**src/rtl/e1_tx_pkg.sv**
```systemverilog
package e1_tx_pkg;

    localparam int unsigned E1_BITS_PER_SLOT = 8;
    localparam int unsigned E1_SLOTS         = 32;
    localparam int unsigned E1_FRAMES_PER_MF = 16;

    typedef enum logic {
        SYNC_FRAME = 1'b0,
        SYNC_MULTI = 1'b1
    } sync_mode_e;

    typedef struct packed {
        logic       drive_out;
        sync_mode_e mode;
    } sync_cfg_t;

    typedef struct packed {
        logic frame_first;
        logic mf_first;
        logic slot_last_bit;
        logic frame_ends;
    } slot_marks_t;

    function automatic int unsigned wrap_next(int unsigned v, int unsigned lim);
        return (v >= lim - 1) ? 0 : v + 1;
    endfunction

endpackage

```
**src/rtl/e1_tx_slot_counter.sv**
```systemverilog
module e1_tx_slot_counter
    import e1_tx_pkg::*;
#(
    parameter int unsigned BITS   = E1_BITS_PER_SLOT,
    parameter int unsigned SLOTS  = E1_SLOTS,
    parameter int unsigned FRAMES = E1_FRAMES_PER_MF,
    localparam int unsigned BW = (BITS   > 1) ? $clog2(BITS)   : 1,
    localparam int unsigned SW = (SLOTS  > 1) ? $clog2(SLOTS)  : 1,
    localparam int unsigned FW = (FRAMES > 1) ? $clog2(FRAMES) : 1
) (
    input  logic          clk,
    input  logic          rst,
    input  logic          load,
    input  logic          load_mf,
    output logic [SW-1:0] slot_idx,
    output slot_marks_t   marks
);

    logic [BW-1:0] bit_idx;
    logic [FW-1:0] frm_idx;
    logic          last_bit;
    logic          last_slot;

    assign last_bit  = (bit_idx  == BW'(BITS - 1));
    assign last_slot = (slot_idx == SW'(SLOTS - 1));

    assign marks.slot_last_bit = last_bit;
    assign marks.frame_first   = (bit_idx == '0) && (slot_idx == '0);
    assign marks.mf_first      = marks.frame_first && (frm_idx == '0);
    assign marks.frame_ends    = load || (last_bit && last_slot);

    always_ff @(posedge clk) begin
        if (rst) begin
            bit_idx  <= '0;
            slot_idx <= '0;
            frm_idx  <= '0;
        end else if (load) begin
            bit_idx  <= '0;
            slot_idx <= '0;
            frm_idx  <= load_mf ? '0 : FW'(wrap_next(32'(frm_idx), FRAMES));
        end else begin
            bit_idx <= BW'(wrap_next(32'(bit_idx), BITS));
            if (last_bit) begin
                slot_idx <= SW'(wrap_next(32'(slot_idx), SLOTS));
                if (last_slot)
                    frm_idx <= FW'(wrap_next(32'(frm_idx), FRAMES));
            end
        end
    end


    load_aligns_chk: assert property (@(posedge clk) disable iff (rst)
        load |=> (bit_idx == '0 && slot_idx == '0));


    load_mf_chk: assert property (@(posedge clk) disable iff (rst)
        (load && load_mf) |=> (frm_idx == '0));


    frame_hold_chk: assert property (@(posedge clk) disable iff (rst)
        (!load && !(last_bit && last_slot)) |=> $stable(frm_idx));


    slot_hold_chk: assert property (@(posedge clk) disable iff (rst)
        (!load && !last_bit) |=> $stable(slot_idx));

endmodule

```
**src/rtl/e1_tx_sync_port.sv**
```systemverilog
module e1_tx_sync_port
    import e1_tx_pkg::*;
(
    input  logic      clk,
    input  logic      rst,
    input  logic      sync_i,
    input  sync_cfg_t cfg,
    input  logic      frame_first,
    input  logic      mf_first,
    output logic      load,
    output logic      load_mf,
    output logic      sync_o,
    output logic      sync_oe
);

    logic sync_prev;
    logic sync_rise;

    always_ff @(posedge clk) begin
        if (rst) sync_prev <= 1'b0;
        else     sync_prev <= sync_i;
    end

    assign sync_rise = sync_i && !sync_prev;
    assign load      = sync_rise && !cfg.drive_out;
    assign load_mf   = (cfg.mode == SYNC_MULTI);
    assign sync_oe   = cfg.drive_out;
    assign sync_o    = cfg.drive_out && frame_first &&
                       ((cfg.mode == SYNC_FRAME) || mf_first);


    pulse_width_chk: assert property (@(posedge clk) disable iff (rst)
        sync_o |=> !sync_o);


    level_no_reload_chk: assert property (@(posedge clk) disable iff (rst)
        (!$past(rst) && $past(sync_i) && sync_i) |-> !load);

endmodule

```
**src/rtl/e1_tx_slot_mask.sv**
```systemverilog
module e1_tx_slot_mask #(
    parameter int unsigned SLOTS = 32,
    localparam int unsigned SW = (SLOTS > 1) ? $clog2(SLOTS) : 1
) (
    input  logic             clk,
    input  logic             rst,
    input  logic             wr_en,
    input  logic [SLOTS-1:0] wr_data,
    input  logic             frame_ends,
    input  logic             slot_last_bit,
    input  logic [SW-1:0]    slot_idx,
    output logic             blk
);

    logic [SLOTS-1:0] pend_mask;
    logic [SLOTS-1:0] act_mask;
    logic [SLOTS-1:0] slot_sel;

    always_ff @(posedge clk) begin
        if (rst) begin
            pend_mask <= '0;
            act_mask  <= '0;
        end else begin
            if (frame_ends) act_mask  <= pend_mask;
            if (wr_en)      pend_mask <= wr_data;
        end
    end

    for (genvar s = 0; s < SLOTS; s++) begin : g_sel
        assign slot_sel[s] = act_mask[s] && (slot_idx == SW'(s));
    end

    assign blk = |slot_sel;


    mask_hold_chk: assert property (@(posedge clk) disable iff (rst)
        !frame_ends |=> $stable(act_mask));


    gate_steady_chk: assert property (@(posedge clk) disable iff (rst)
        (!slot_last_bit && !frame_ends) |=> $stable(blk));

endmodule

```
**src/rtl/e1_tx_slot_timer.sv**
```systemverilog
module e1_tx_slot_timer
    import e1_tx_pkg::*;
#(
    parameter int unsigned BITS   = E1_BITS_PER_SLOT,
    parameter int unsigned SLOTS  = E1_SLOTS,
    parameter int unsigned FRAMES = E1_FRAMES_PER_MF,
    localparam int unsigned SW = (SLOTS > 1) ? $clog2(SLOTS) : 1
) (
    input  logic             clk,
    input  logic             rst,
    input  logic             tx_ser,
    input  logic             sync_i,
    input  logic             sync_dir_out,
    input  logic             sync_multi,
    input  logic             mask_wr_en,
    input  logic [SLOTS-1:0] mask_wr_data,
    output logic             ch_clk,
    output logic             ch_blk,
    output logic             sync_o,
    output logic             sync_oe,
    output logic             ser_q
);

    sync_cfg_t   cfg;
    slot_marks_t marks;
    logic [SW-1:0] slot_idx;
    logic        load;
    logic        load_mf;

    assign cfg.drive_out = sync_dir_out;
    assign cfg.mode      = sync_mode_e'(sync_multi);

    e1_tx_slot_counter #(.BITS(BITS), .SLOTS(SLOTS), .FRAMES(FRAMES)) u_count (
        .clk      (clk),
        .rst      (rst),
        .load     (load),
        .load_mf  (load_mf),
        .slot_idx (slot_idx),
        .marks    (marks)
    );

    e1_tx_sync_port u_sync (
        .clk         (clk),
        .rst         (rst),
        .sync_i      (sync_i),
        .cfg         (cfg),
        .frame_first (marks.frame_first),
        .mf_first    (marks.mf_first),
        .load        (load),
        .load_mf     (load_mf),
        .sync_o      (sync_o),
        .sync_oe     (sync_oe)
    );

    e1_tx_slot_mask #(.SLOTS(SLOTS)) u_mask (
        .clk           (clk),
        .rst           (rst),
        .wr_en         (mask_wr_en),
        .wr_data       (mask_wr_data),
        .frame_ends    (marks.frame_ends),
        .slot_last_bit (marks.slot_last_bit),
        .slot_idx      (slot_idx),
        .blk           (ch_blk)
    );

    assign ch_clk = marks.slot_last_bit;

    always_ff @(negedge clk) begin
        if (rst) ser_q <= 1'b0;
        else     ser_q <= tx_ser;
    end


    ch_clk_width_chk: assert property (@(posedge clk) disable iff (rst)
        ch_clk |=> !ch_clk);


    input_ignored_chk: assert property (@(posedge clk) disable iff (rst)
        sync_oe |-> !load);

endmodule

```
**config.mk**
```make
export PLATFORM = sky130hd
export DESIGN_NAME = e1_tx_slot_timer
export DESIGN_NICKNAME = d
export VERILOG_FILES = /design/src/rtl/e1_tx_pkg.sv /design/src/rtl/e1_tx_slot_counter.sv /design/src/rtl/e1_tx_sync_port.sv /design/src/rtl/e1_tx_slot_mask.sv /design/src/rtl/e1_tx_slot_timer.sv
export SDC_FILE = /design/constraint.sdc
export NUM_CORES = 1
export LEC_CHECK = 0
export ABC_CLOCK_PERIOD_IN_PS = 2690
export BUFFER_PORTS_ARGS = -buffer_cell sky130_fd_sc_hd__buf_2
export CORE_ASPECT_RATIO = 0.8
export CORE_UTILIZATION = 53
export CTS_CLUSTER_SIZE = 12
export DETAILED_ROUTE_END_ITERATION = 8
export PLACE_DENSITY = 0.74
export RECOVER_POWER = 100
export SLEW_MARGIN = 20
export SYNTH_ARGS = -nofsm -noshare
export SYNTH_HDL_FRONTEND = slang
export SYNTH_SLANG_ARGS = --single-unit
```
**constraint.sdc**
```tcl
create_clock -name clk -period 2.69 [get_ports clk]
set_clock_uncertainty 0.15 [all_clocks]
set_input_delay 0.1345 -clock clk [delete_from_list [all_inputs] [get_ports clk]]
set_output_delay 0.1345 -clock clk [all_outputs]
set_load 0.05 [all_outputs]
```
Word level (Yosys, flattened, before mapping)
Cells that the tools add are included.
Widths: inputs -> output; s select.
{"block": "word_totals", "output_inout_bits": 5, "word_cells": 104, "input_bits": 39, "regBits": 78}
{"block": "classes", "reduce_logical": 52, "eq_ne": 32, "magnitude_cmp": 3, "addsub": 3, "bitwise_logic": 1, "mux": 6}
{"operator": "$eq 5x5->1 const B", "count": 16}
{"operator": "$eq 5x4->1 const B", "count": 8}
{"operator": "$logic_and 1x1->1", "count": 39}
{"operator": "$reduce_or 32->1", "count": 1}
{"operator": "$eq 5x3->1 const B", "count": 4}
{"operator": "$mux 4", "count": 5}
{"operator": "$eq 5x2->1 const B", "count": 2}
{"operator": "$add 5x1->5 const B", "count": 1}
{"operator": "$eq 5x1->1 const B", "count": 1}
{"operator": "$ge 5x5->1 const B", "count": 1}
{"operator": "$logic_not 5->1", "count": 1}
{"operator": "$mux 5", "count": 1}
{"operator": "$add 4x1->4 const B", "count": 1}
{"operator": "$ge 4x4->1 const B", "count": 1}
{"operator": "$logic_not 4->1", "count": 1}
{"operator": "$reduce_bool 2->1", "count": 2}
{"operator": "$add 3x1->3 const B", "count": 1}
{"operator": "$eq 3x3->1 const B", "count": 1}
{"operator": "$ge 3x3->1 const B", "count": 1}
{"operator": "$logic_not 3->1", "count": 1}
{"operator": "$reduce_or 3->1", "count": 1}
{"operator": "$logic_not 1->1", "count": 2}
{"operator": "$logic_or 1x1->1", "count": 2}
{"operator": "$reduce_and 2->1", "count": 1}
{"operator": "2 further kinds", "count": 2}

Depth between registers and ports, before layout
Gate-level depths: netlist (run 1).
{"block": "logic_depth", "depth_word": 5, "mapped_depth": 9, "mapped_depth_nobuf": 7}

Cells and area by module
Synthesis (run 1) repeated with hierarchy kept, for this count alone.
{"block": "unflattened", "cells_unflattened": 351, "area_unflattened_um2": 3393.3}
{"mod": "e1_tx_slot_mask", "instances": 1, "area_per_inst_um2": 2628.8, "cells_each": 262, "seq_area_each_um2": 1281.2}
{"mod": "e1_tx_slot_counter", "instances": 1, "area_per_inst_um2": 656.9, "cells_each": 78, "seq_area_each_um2": 240.2}
{"mod": "e1_tx_sync_port", "instances": 1, "area_per_inst_um2": 70.1, "cells_each": 8, "seq_area_each_um2": 20.0}
{"mod": "e1_tx_slot_timer", "instances": 1, "area_per_inst_um2": 37.5, "cells_each": 3, "seq_area_each_um2": 20.0}

==> out/qor.json, run 1 <==
{
  "outcome": "completed",
  "grt_start_max_net_pins": 72,
  "cts_inserted_buffers": 9,
  "post_route_cells_drive_above_1_share_pct": 15.3,
  "hold_viol": 0,
  "setup-violations-final": 0,
  "hold_class": "in -> reg",
  "root_buffer": "sky130_fd_sc_hd__clkbuf_8",
  "power.density_cell_area_mw_per_mm2": 566,
  "timing_max_transition_violations_final": 0,
  "via_count_of_the_first_global_routing_pass": 2456,
  "post_synth_num_cell_types": 37,
  "insertion_delay_ns": 0.36,
  "initial_utilization_pct": 56.8,
  "grt_total_ovfl": 0,
  "rsz0062_at_grt": "no",
  "route.antenna.remaining_nets": 0,
  "peakVddDrop_v": 0.000335,
  "coreArea_sq_mm": 0.00565,
  "cpLargestDelayFamily": "flip-flops",
  "relative_area_change_from_synthesis_to_final_layout_pct": 23.8,
  "grt_antenna_before_repair": 0,
  "max-slew-margin-rel_pct": 12.6,
  "period_share_pct": 95.5,
  "port_buffers": 43,
  "clkSlewWorstSetupHoldPaths_ns": 0.08,
  "route.vias.total": 2653,
  "yosys_most_used_dff": "sky130_fd_sc_hd__dfxtp_1",
  "totalNegativeSetupSlack_ns": 0,
  "clock.fmax_ghz": 0.393,
  "rr_endpoint": "u_mask.act_mask[27]$_SDFFE_PP0P_",
  "dieHeight_microns": 71.6,
  "holdCritStartpoint": "sync_dir_out",
  "worst_slack_ns": 0.121,
  "crit_slowest_cell": "sky130_fd_sc_hd__dfxtp_1",
  "crit_arrival_ns": 2.28,
  "syn_area_sq_mm": 0.00321,
  "drtPass1Iterations": 5,
  "timing.final.crit_period_ns": 2.57,
  "worstHoldEndpoint": "u_count.bit_idx[0]$_SDFF_PP0_",
  "synth-edff-count": 0,
  "fin_nets": 484,
  "drc_errors": 0,
  "gp_routability_congestion": 0.862,
  "max_cap_violations": 0,
  "seq_total_area_yosys_pct": 48.7,
  "critical_path_required_ns": 2.41,
  "worst_path_largest_cell_delay_ns": 0.29,
  "syn-instance-count": 366,
  "path_max_fanout": 1,
  "path_class": "reg -> out",
  "post_drt_via_cell_ratio": 5.13,
  "design.portCount": 44,
  "drt_first_iter_violations": 238,
  "global_route_wire_length_before_repair_microns": 11100,
  "syn-mean-instance-area_sq_um": 8.76,
  "critical_path.startpoint_type": "flip-flop",
  "ys_warn_count": 0,
  "std_cell_rows": 24,
  "clock_path_buffers": 2,
  "min_path_cells": 3,
  "globalRouteTotalUtil_pct": 22.9,
  "route.detailed.wl_per_inst_microns": 12.9,
  "critical_path.cell_chain": "clkbuf_2",
  "async_flop_share_pct": 0,
  "dp.final_hpwl_microns": 4340,
  "postSynthNetCount": 416,
  "die-width_microns": 89.0,
  "post-place-ws_ns": 0.439,
  "route.final.wire_length_microns": 6660,
  "worst_pin_slew_ns": 1.31,
  "synth-seq-cells": 78,
  "worst-path-buf-inv": 1,
  "cts_tree": "yes",
  "htree_levels": 3,
  "leakage_nw": 1.64,
  "clock_sinks": 78,
  "setup.reg_to_reg.worst_slack_ns": 0.45,
  "timing.critical_path.to_type": "output port",
  "antenna-diode-count": 0,
  "r2r_start": "u_count.slot_idx[0]$_SDFFE_PP0N_",
  "fp.dieArea_sq_mm": 0.00637,
  "worstRegToRegCells": 7
}
-- final cells by class --
class / instances / area (sq um)
fill: 486 / 1680
sequential: 78 / 1560
multi-input combinational: 253 / 1500
timing repair buffer: 83 / 589
clock buffer: 10 / 138
tap: 78 / 97.6
clock inverter: 7 / 48.8
inverter: 8 / 30.0
-- power by group --
part / switching [W] / internal, W / leakage, nW
Clock: 0.000441 / 0.000364 / 0.0902
Sequential: 0.0000268 / 0.00120 / 0.638
Combinational: 0.000109 / 0.000106 / 0.909
Total: 0.000576 / 0.00167 / 1.64
-- metal layers --
metal  GRT usage (%)  wire length, microns
met5               0                     0
met4            8.47                    85
met3            6.22                   287
met2            36.2                  3090
met1            30.1                  3190
-- layout by cell type, fill, tap and decap left out, types with 2 or more instances in the layout --
master and instances:
sky130_fd_sc_hd__and2_0 2, sky130_fd_sc_hd__buf_4 4, sky130_fd_sc_hd__clkbuf_1 5, sky130_fd_sc_hd__ha_1 8
sky130_fd_sc_hd__nor4_1 2, sky130_fd_sc_hd__dfxtp_1 77, sky130_fd_sc_hd__a22oi_1 10, sky130_fd_sc_hd__dlygate4sd3_1 34
sky130_fd_sc_hd__inv_1 9, sky130_fd_sc_hd__nor2_1 39, sky130_fd_sc_hd__nand2_1 78, sky130_fd_sc_hd__nor2b_1 2
sky130_fd_sc_hd__xor2_1 2, sky130_fd_sc_hd__a21oi_1 41, sky130_fd_sc_hd__clkinvlp_4 3, sky130_fd_sc_hd__clkbuf_2 3
sky130_fd_sc_hd__ha_2 3, sky130_fd_sc_hd__buf_2 37, sky130_fd_sc_hd__mux2i_1 33, sky130_fd_sc_hd__nor3_1 2
sky130_fd_sc_hd__and3_1 4, sky130_fd_sc_hd__nand3b_1 2, sky130_fd_sc_hd__clkbuf_8 10, sky130_fd_sc_hd__nand3_1 6
sky130_fd_sc_hd__a21o_1 2, sky130_fd_sc_hd__a222oi_1 2
-- Yosys cell counts, types with 2 or more instances --
cell type / n / area [sq um]
sky130_fd_sc_hd__dfxtp_1: 78 / 1560
sky130_fd_sc_hd__nand2_1: 78 / 293
sky130_fd_sc_hd__a21oi_1: 40 / 200
sky130_fd_sc_hd__nor2_1: 39 / 146
sky130_fd_sc_hd__mux2i_1: 33 / 330
sky130_fd_sc_hd__buf_2: 12 / 60.1
sky130_fd_sc_hd__clkbuf_1: 12 / 45.0
sky130_fd_sc_hd__ha_1: 11 / 138
sky130_fd_sc_hd__a22oi_1: 10 / 75.1
sky130_fd_sc_hd__inv_1: 9 / 33.8
sky130_fd_sc_hd__nand3_1: 6 / 30.0
sky130_fd_sc_hd__and3_1: 4 / 25.0
sky130_fd_sc_hd__a21o_1: 2 / 15.0
sky130_fd_sc_hd__a221oi_1: 2 / 17.5
sky130_fd_sc_hd__a222oi_1: 2 / 20.0
sky130_fd_sc_hd__and2_1: 2 / 12.5
sky130_fd_sc_hd__nand3b_1: 2 / 15.0
sky130_fd_sc_hd__nor2b_1: 2 / 12.5
sky130_fd_sc_hd__nor3_1: 2 / 10.0
sky130_fd_sc_hd__nor4_1: 2 / 12.5
sky130_fd_sc_hd__xor2_1: 2 / 17.5
-- cell families after synthesis --
logic type,count (synthesis),synth area share (%)
muxes,34,10.7
adders and majority gates,11,4.29
buffers and inverters,35,4.68
xor gates and xnor gates,3,0.820
DFF,78,48.7
and+or+nand+nor,141,18.7
AOI/OAI and AO/OA,64,12.2
-- how the worst max path moves through the flow --
| stage | slack, ns | start | endpoint | cells after the start |
|---|---|---|---|---|
| floorplan | 0.31 | u_count.slot_idx[0]$_SDFFE_PP0N_ | ch_blk | 8 |
| global placement | 0.49 | u_count.slot_idx[0]$_SDFFE_PP0N_ | ch_blk | 7 |
| CTS | 0.04 | u_count.slot_idx[0]$_SDFFE_PP0N_ | ch_blk | 7 |
| global route | 0.04 | u_count.slot_idx[0]$_SDFFE_PP0N_ | ch_blk | 8 |
| finish | 0.12 | ser_q$_SDFF_NP0_ | ser_q | 1 |
| detailed placement | 0.44 | u_count.slot_idx[0]$_SDFFE_PP0N_ | ch_blk | 7 |
-- tightest hold or removal path: stages --
cell and delay (ns):
sky130_fd_sc_hd__buf_2 0.12, sky130_fd_sc_hd__nor3b_4 0.07, sky130_fd_sc_hd__nor4_1 0.15
-- sequential cells by signal, summed over array words and instances (netlist names) --
register / count
u_count.bit_idx: 3
u_count.slot_idx: 5
u_mask.pend_mask: 32
ser_q: 1
u_sync.sync_prev: 1
u_mask.act_mask: 32
u_count.frm_idx: 4
-- repair_timing --
| action | 4_1_cts | 5_1_grt |
|---|---|---|
| hold buffers | 34 | 0 |
| setup buffers | 0 | 0 |
| hold endpoints to repair | 37 | 0 |
| gates resized for setup | 0 | 6 |
| setup endpoints to repair | 0 | 1 |
-- metrics by stage --
stage | instances | total power [W] | instance area (sq um) | hold WS, ns | utilization (%)
after floorplan | 366 | 0.00138 | 3210 | 0.113 | -
after global placement | 467 | 0.00143 | 3450 | 0.213 | 61.2
after detailed placement | 467 | 0.00144 | 3450 | 0.224 | 61.2
after CTS | 517 | 0.00226 | 3980 | 0.0376 | 70.4
after global routing | 517 | 0.00234 | 3970 | 0.0604 | 70.3
final | 517 | 0.00225 | 3970 | 0.0305 | 70.3
No activity file was read; power rests on OpenSTA's default activity.
==> inputs of run 2 (changes only) <==
--- a/config.mk
+++ b/config.mk
@@ -5,6 +5,7 @@
 export SDC_FILE = /design/constraint.sdc
 export NUM_CORES = 1
 export LEC_CHECK = 0
+export ABC_AREA = 1
 export ABC_CLOCK_PERIOD_IN_PS = 2690
 export BUFFER_PORTS_ARGS = -buffer_cell sky130_fd_sc_hd__buf_2
 export CORE_ASPECT_RATIO = 0.8
==> out/qor.json, run 2 <==
{
  "yosys.cell_count.top_type": "sky130_fd_sc_hd__nor2_1",
  "dp.cells": {"value": 564, "change": "+21%"},
  "clock_sinks": {"value": 78, "change": "unchanged"},
  "drtPass1Iterations": {"value": 4, "change": "-1"},
  "leading_cell_type_in_the_layout_fill_and_taps_excluded": "sky130_fd_sc_hd__nor2_1",
  "post_synth_num_cell_types": {"value": 27, "change": "-27%"},
  "hold_viol": {"value": 0, "change": "unchanged"},
  "synth_largest_type_area_fraction": {"value": 46.9, "unit": "%", "change": "-1.8 points"},
  "drt_first_iter_violations": {"value": 203, "change": "-15%"},
  "synthTopCellsByCount": "146 x sky130_fd_sc_hd__nor2_1, 78 x sky130_fd_sc_hd__dfxtp_1, 66 x sky130_fd_sc_hd__o21ai_0",
  "path_max_fanout": {"value": 1, "change": "unchanged"},
  "instances_no_fill": {"value": 614, "change": "+19%"},
  "setup.reg_to_reg.worst_slack": {"value": 0.41, "unit": "ns", "change": "-0.04 ns"},
  "post_route_cells_drive_above_1_share": {"value": 12.0, "unit": "%", "change": "-3.3 points"},
  "hold_class": "in -> reg",
  "die-width": {"value": 90.6, "unit": "microns", "change": "+1.8%"},
  "cts_tree": "yes",
  "syn-mean-instance-area": {"value": 7.25, "unit": "sq um", "change": "-17%"},
  "rsz0062_at_grt": "no",
  "crit_arrival": {"value": 2.29, "unit": "ns", "change": "about the same"},
  "coreArea": {"value": 0.00597, "unit": "sq mm", "change": "+5.8%"},
  "grt_total_ovfl": {"value": 0, "change": "unchanged"},
  "async_flop_share": {"value": 0, "unit": "%", "change": "unchanged"},
  "drc_errors": {"value": 0, "change": "unchanged"},
  "synth-edff-count": {"value": 0, "change": "unchanged"},
  "via_count_of_the_first_global_routing_pass": {"value": 3023, "change": "+23%"},
  "antenna-diode-count": {"value": 0, "change": "unchanged"},
  "globalRouteTotalUtil": {"value": 25.3, "unit": "%", "change": "+2.4 points"},
  "worst_pin_slew": {"value": 1.12, "unit": "ns", "change": "-0.193 ns"},
  "relative_area_change_from_synthesis_to_final_layout_pct": 22.9,
  "dp.final_hpwl": {"value": 4850, "unit": "microns", "change": "+12%"},
  "insertion_delay": {"value": 0.35, "unit": "ns", "change": "about the same"},
  "critical_path_required": {"value": 2.41, "unit": "ns", "change": "about the same"},
  "route.antenna.remaining_nets": {"value": 0, "change": "unchanged"},
  "setup-violations-final": {"value": 0, "change": "unchanged"},
  "route.detailed.wl_per_inst": {"value": 12.1, "unit": "microns", "change": "-6.4%"},
  "totalNegativeSetupSlack": {"value": 0, "unit": "ns", "change": "unchanged"},
  "std_cell_rows": {"value": 25, "change": "+4.2%"},
  "ys_top_cells_by_area": "sky130_fd_sc_hd__dfxtp_1 47%, sky130_fd_sc_hd__nor2_1 16%, sky130_fd_sc_hd__o21ai_0 9.9%",
  "design.portCount": {"value": 44, "change": "unchanged"},
  "worst_path_largest_cell_delay": {"value": 0.30, "unit": "ns", "change": "about the same"},
  "path_class": "reg -> out",
  "clock_path_buffers": {"value": 2, "change": "unchanged"},
  "max_cap_violations": {"value": 0, "change": "unchanged"},
  "crit_slowest_cell": "sky130_fd_sc_hd__dfxtp_1",
  "post_drt_via_cell_ratio": {"value": 5.00, "change": "-2.5%"},
  "critical_path.cell_chain": "clkbuf_2",
  "timing.critical_path.to_type": "output port",
  "port_buffers": {"value": 43, "change": "unchanged"},
  "peakVddDrop": {"value": 0.000345, "unit": "V", "change": "+3.0%"},
  "synth_largest_area_cell": "sky130_fd_sc_hd__dfxtp_1",
  "seq_total_area_yosys": {"value": 46.9, "unit": "%", "change": "-1.8 points"},
  "final_cell_mix": "146 x sky130_fd_sc_hd__nor2_1, 78 x sky130_fd_sc_hd__dfxtp_1, 66 x sky130_fd_sc_hd__o21ai_0, 49 x sky130_fd_sc_hd__nand2_1, 37 x sky130_fd_sc_hd__buf_2",
  "critical_path.startpoint_type": "flip-flop",
  "fin_nets": {"value": 579, "change": "+20%"},
  "grt_antenna_before_repair": {"value": 0, "change": "unchanged"},
  "htree_levels": {"value": 3, "change": "unchanged"},
  "initial_utilization": {"value": 55.7, "unit": "%", "change": "-1.1 points"},
  "placed_cell_area": {"value": 0.00356, "unit": "sq mm", "change": "+3.1%"},
  "power.density_cell_area": {"value": 577, "unit": "mW/mm^2", "change": "+2.1%"},
  "root_buffer": "sky130_fd_sc_hd__clkbuf_8",
  "rr_endpoint": "u_count.frm_idx[3]$_SDFFE_PP0P_",
  "outcome": "completed",
  "global_route_wire_length_before_repair": {"value": 13200, "unit": "microns", "change": "+19%"},
  "route.vias.total": {"value": 3073, "change": "+16%"},
  "biggestRegsByFlops": "u_mask.act_mask (32), u_mask.pend_mask (32), u_count.slot_idx (5)",
  "grt_start_max_net_pins": {"value": 38, "change": "-47%"},
  "timing_max_transition_violations_final": {"value": 0, "change": "unchanged"},
  "final_design_area_no_fill": {"value": 0.00409, "unit": "sq mm", "change": "+3.0%"},
  "worst-path-buf-inv": {"value": 1, "change": "unchanged"},
  "ys_warn_count": {"value": 0, "change": "unchanged"},
  "seqCellArea": {"value": 0.00156, "unit": "sq mm", "change": "about the same"},
  "fp.dieArea": {"value": 0.00660, "unit": "sq mm", "change": "+3.7%"},
  "layout.filler_cells": {"value": 531, "change": "+9.3%"},
  "cts_inserted_buffers": {"value": 9, "change": "unchanged"},
  "route.final.wire_length": {"value": 7400, "unit": "microns", "change": "+11%"},
  "worstHoldEndpoint": "u_count.frm_idx[2]$_SDFFE_PP0P_",
  "dieHeight": {"value": 72.9, "unit": "microns", "change": "+1.8%"},
  "multi_input_area": {"value": 0.00153, "unit": "sq mm", "change": "+1.6%"},
  "syn-instance-count": {"value": 459, "change": "+25%"},
  "synth-seq-cells": {"value": 78, "change": "unchanged"},
  "holdCritStartpoint": "sync_multi",
  "max-slew-margin-rel": {"value": 25.5, "unit": "%", "change": "+13 points"},
  "syn_area": {"value": 0.00333, "unit": "sq mm", "change": "+3.8%"},
  "clkSlewWorstSetupHoldPaths": {"value": 0.07, "unit": "ns", "change": "about the same"},
  "worstRegToRegCells": {"value": 10, "change": "+3"},
  "cpLargestDelayFamily": "flip-flops",
  "leakage": {"value": 1.89, "unit": "nW", "change": "+15%"},
  "min_path_cells": {"value": 4, "change": "+1"},
  "r2r_start": "u_count.slot_idx[0]$_SDFFE_PP0N_",
  "postSynthNetCount": {"value": 509, "change": "+22%"},
  "yosys_most_used_dff": "sky130_fd_sc_hd__dfxtp_1",
  "gp_routability_congestion": {"value": 0.909, "change": "+5.5%"}
}
==> run 2: cell count changes in the layout (fill, tap and decap cells not counted), moves of 7 or more <==
cell and change:
sky130_fd_sc_hd__mux2i_1 -33, sky130_fd_sc_hd__inv_1 +20, sky130_fd_sc_hd__o21ai_0 +65, sky130_fd_sc_hd__a21oi_1 -35
sky130_fd_sc_hd__nand2_1 -29, sky130_fd_sc_hd__nor2_1 +107, sky130_fd_sc_hd__nand3_1 +15, sky130_fd_sc_hd__a22oi_1 -10
sky130_fd_sc_hd__nand4_1 +7
==> run 2: how the worst max path moves through the flow <==
stage / cells past startpoint / to / slack [ns] / from
floorplan: 4 / sync_o / 0.45 / u_count.slot_idx[0]$_SDFFE_PP0N_
global placement: 1 / ser_q / 0.53 / ser_q$_SDFF_NP0_
detailed placement: 9 / u_mask.act_mask[0]$_SDFFE_PP0P_ / 0.44 / u_count.slot_idx[0]$_SDFFE_PP0N_
CTS: 1 / ser_q / 0.12 / ser_q$_SDFF_NP0_
global route: 8 / ch_blk / 0.02 / u_count.slot_idx[4]$_SDFFE_PP0N_
finish: 1 / ser_q / 0.11 / ser_q$_SDFF_NP0_
==> run 2: per-stage QoR <==
| step | setup WS, ns | hold slack (ns) | total power, W | util [%] |
|---|---|---|---|---|
| CTS | 0.118 | 0.0175 | 0.00238 | 68.6 |
| finish | 0.111 | 0.0274 | 0.00236 | 68.5 |
| global route | 0.0212 | 0.0633 | 0.00247 | 68.5 |
| floorplan | 0.450 | 0.0569 | 0.00143 | - |
| detailed placement | 0.437 | 0.212 | 0.00150 | 59.6 |
| global placement | 0.529 | 0.205 | 0.00149 | 59.6 |
==> run 2: area by class of cell <==
type | count | area share [%]
well taps | 81 | 2.48
multi-input cells | 325 | 37.4
clock buffers | 11 | 3.46
clock inverters | 5 | 1.25
repair buffers | 82 | 14.3
flip-flops and latches | 78 | 38.2
inverters | 32 | 3.03
==> run 2: kinds of logic (layout without fill, tap and decap cells) <==
| group | Yosys count | after routing | share of synthesized area [%] |
|---|---|---|---|
| simple gates | 232 | 232 | 28.5 |
| compound gates | 80 | 80 | 12.7 |
| flops | 78 | 78 | 46.9 |
| buf+inv | 56 | 130 | 7.18 |
| fa+ha+maj | 11 | 11 | 4.14 |
| xor+xnor | 2 | 2 | 0.526 |
==> run 2: where the power goes <==
| part | switching [W] | leakage, nW | total, W | internal (W) |
|---|---|---|---|---|
| clock | 0.000409 | 0.0967 | 0.000856 | 0.000447 |
| sequential | 0.0000384 | 0.643 | 0.00126 | 0.00122 |
| combinational | 0.000135 | 1.15 | 0.000242 | 0.000107 |
==> run 2: routing by layer <==
layer	part of all wire, %	wire, microns	GRT usage [%]
met3	4.4	322	7.81
met1	49	3620	31.5
met2	45	3340	42.0
met4	1.6	117	8.60
met5	0	0	0
==> run 2: timing repair <==
item	in CTS	in global routing
setup buffers	0	0
endpoints found under the hold margin	36	0
resized for setup	0	2
endpoints found under the setup margin	0	1
hold buffers	35	0
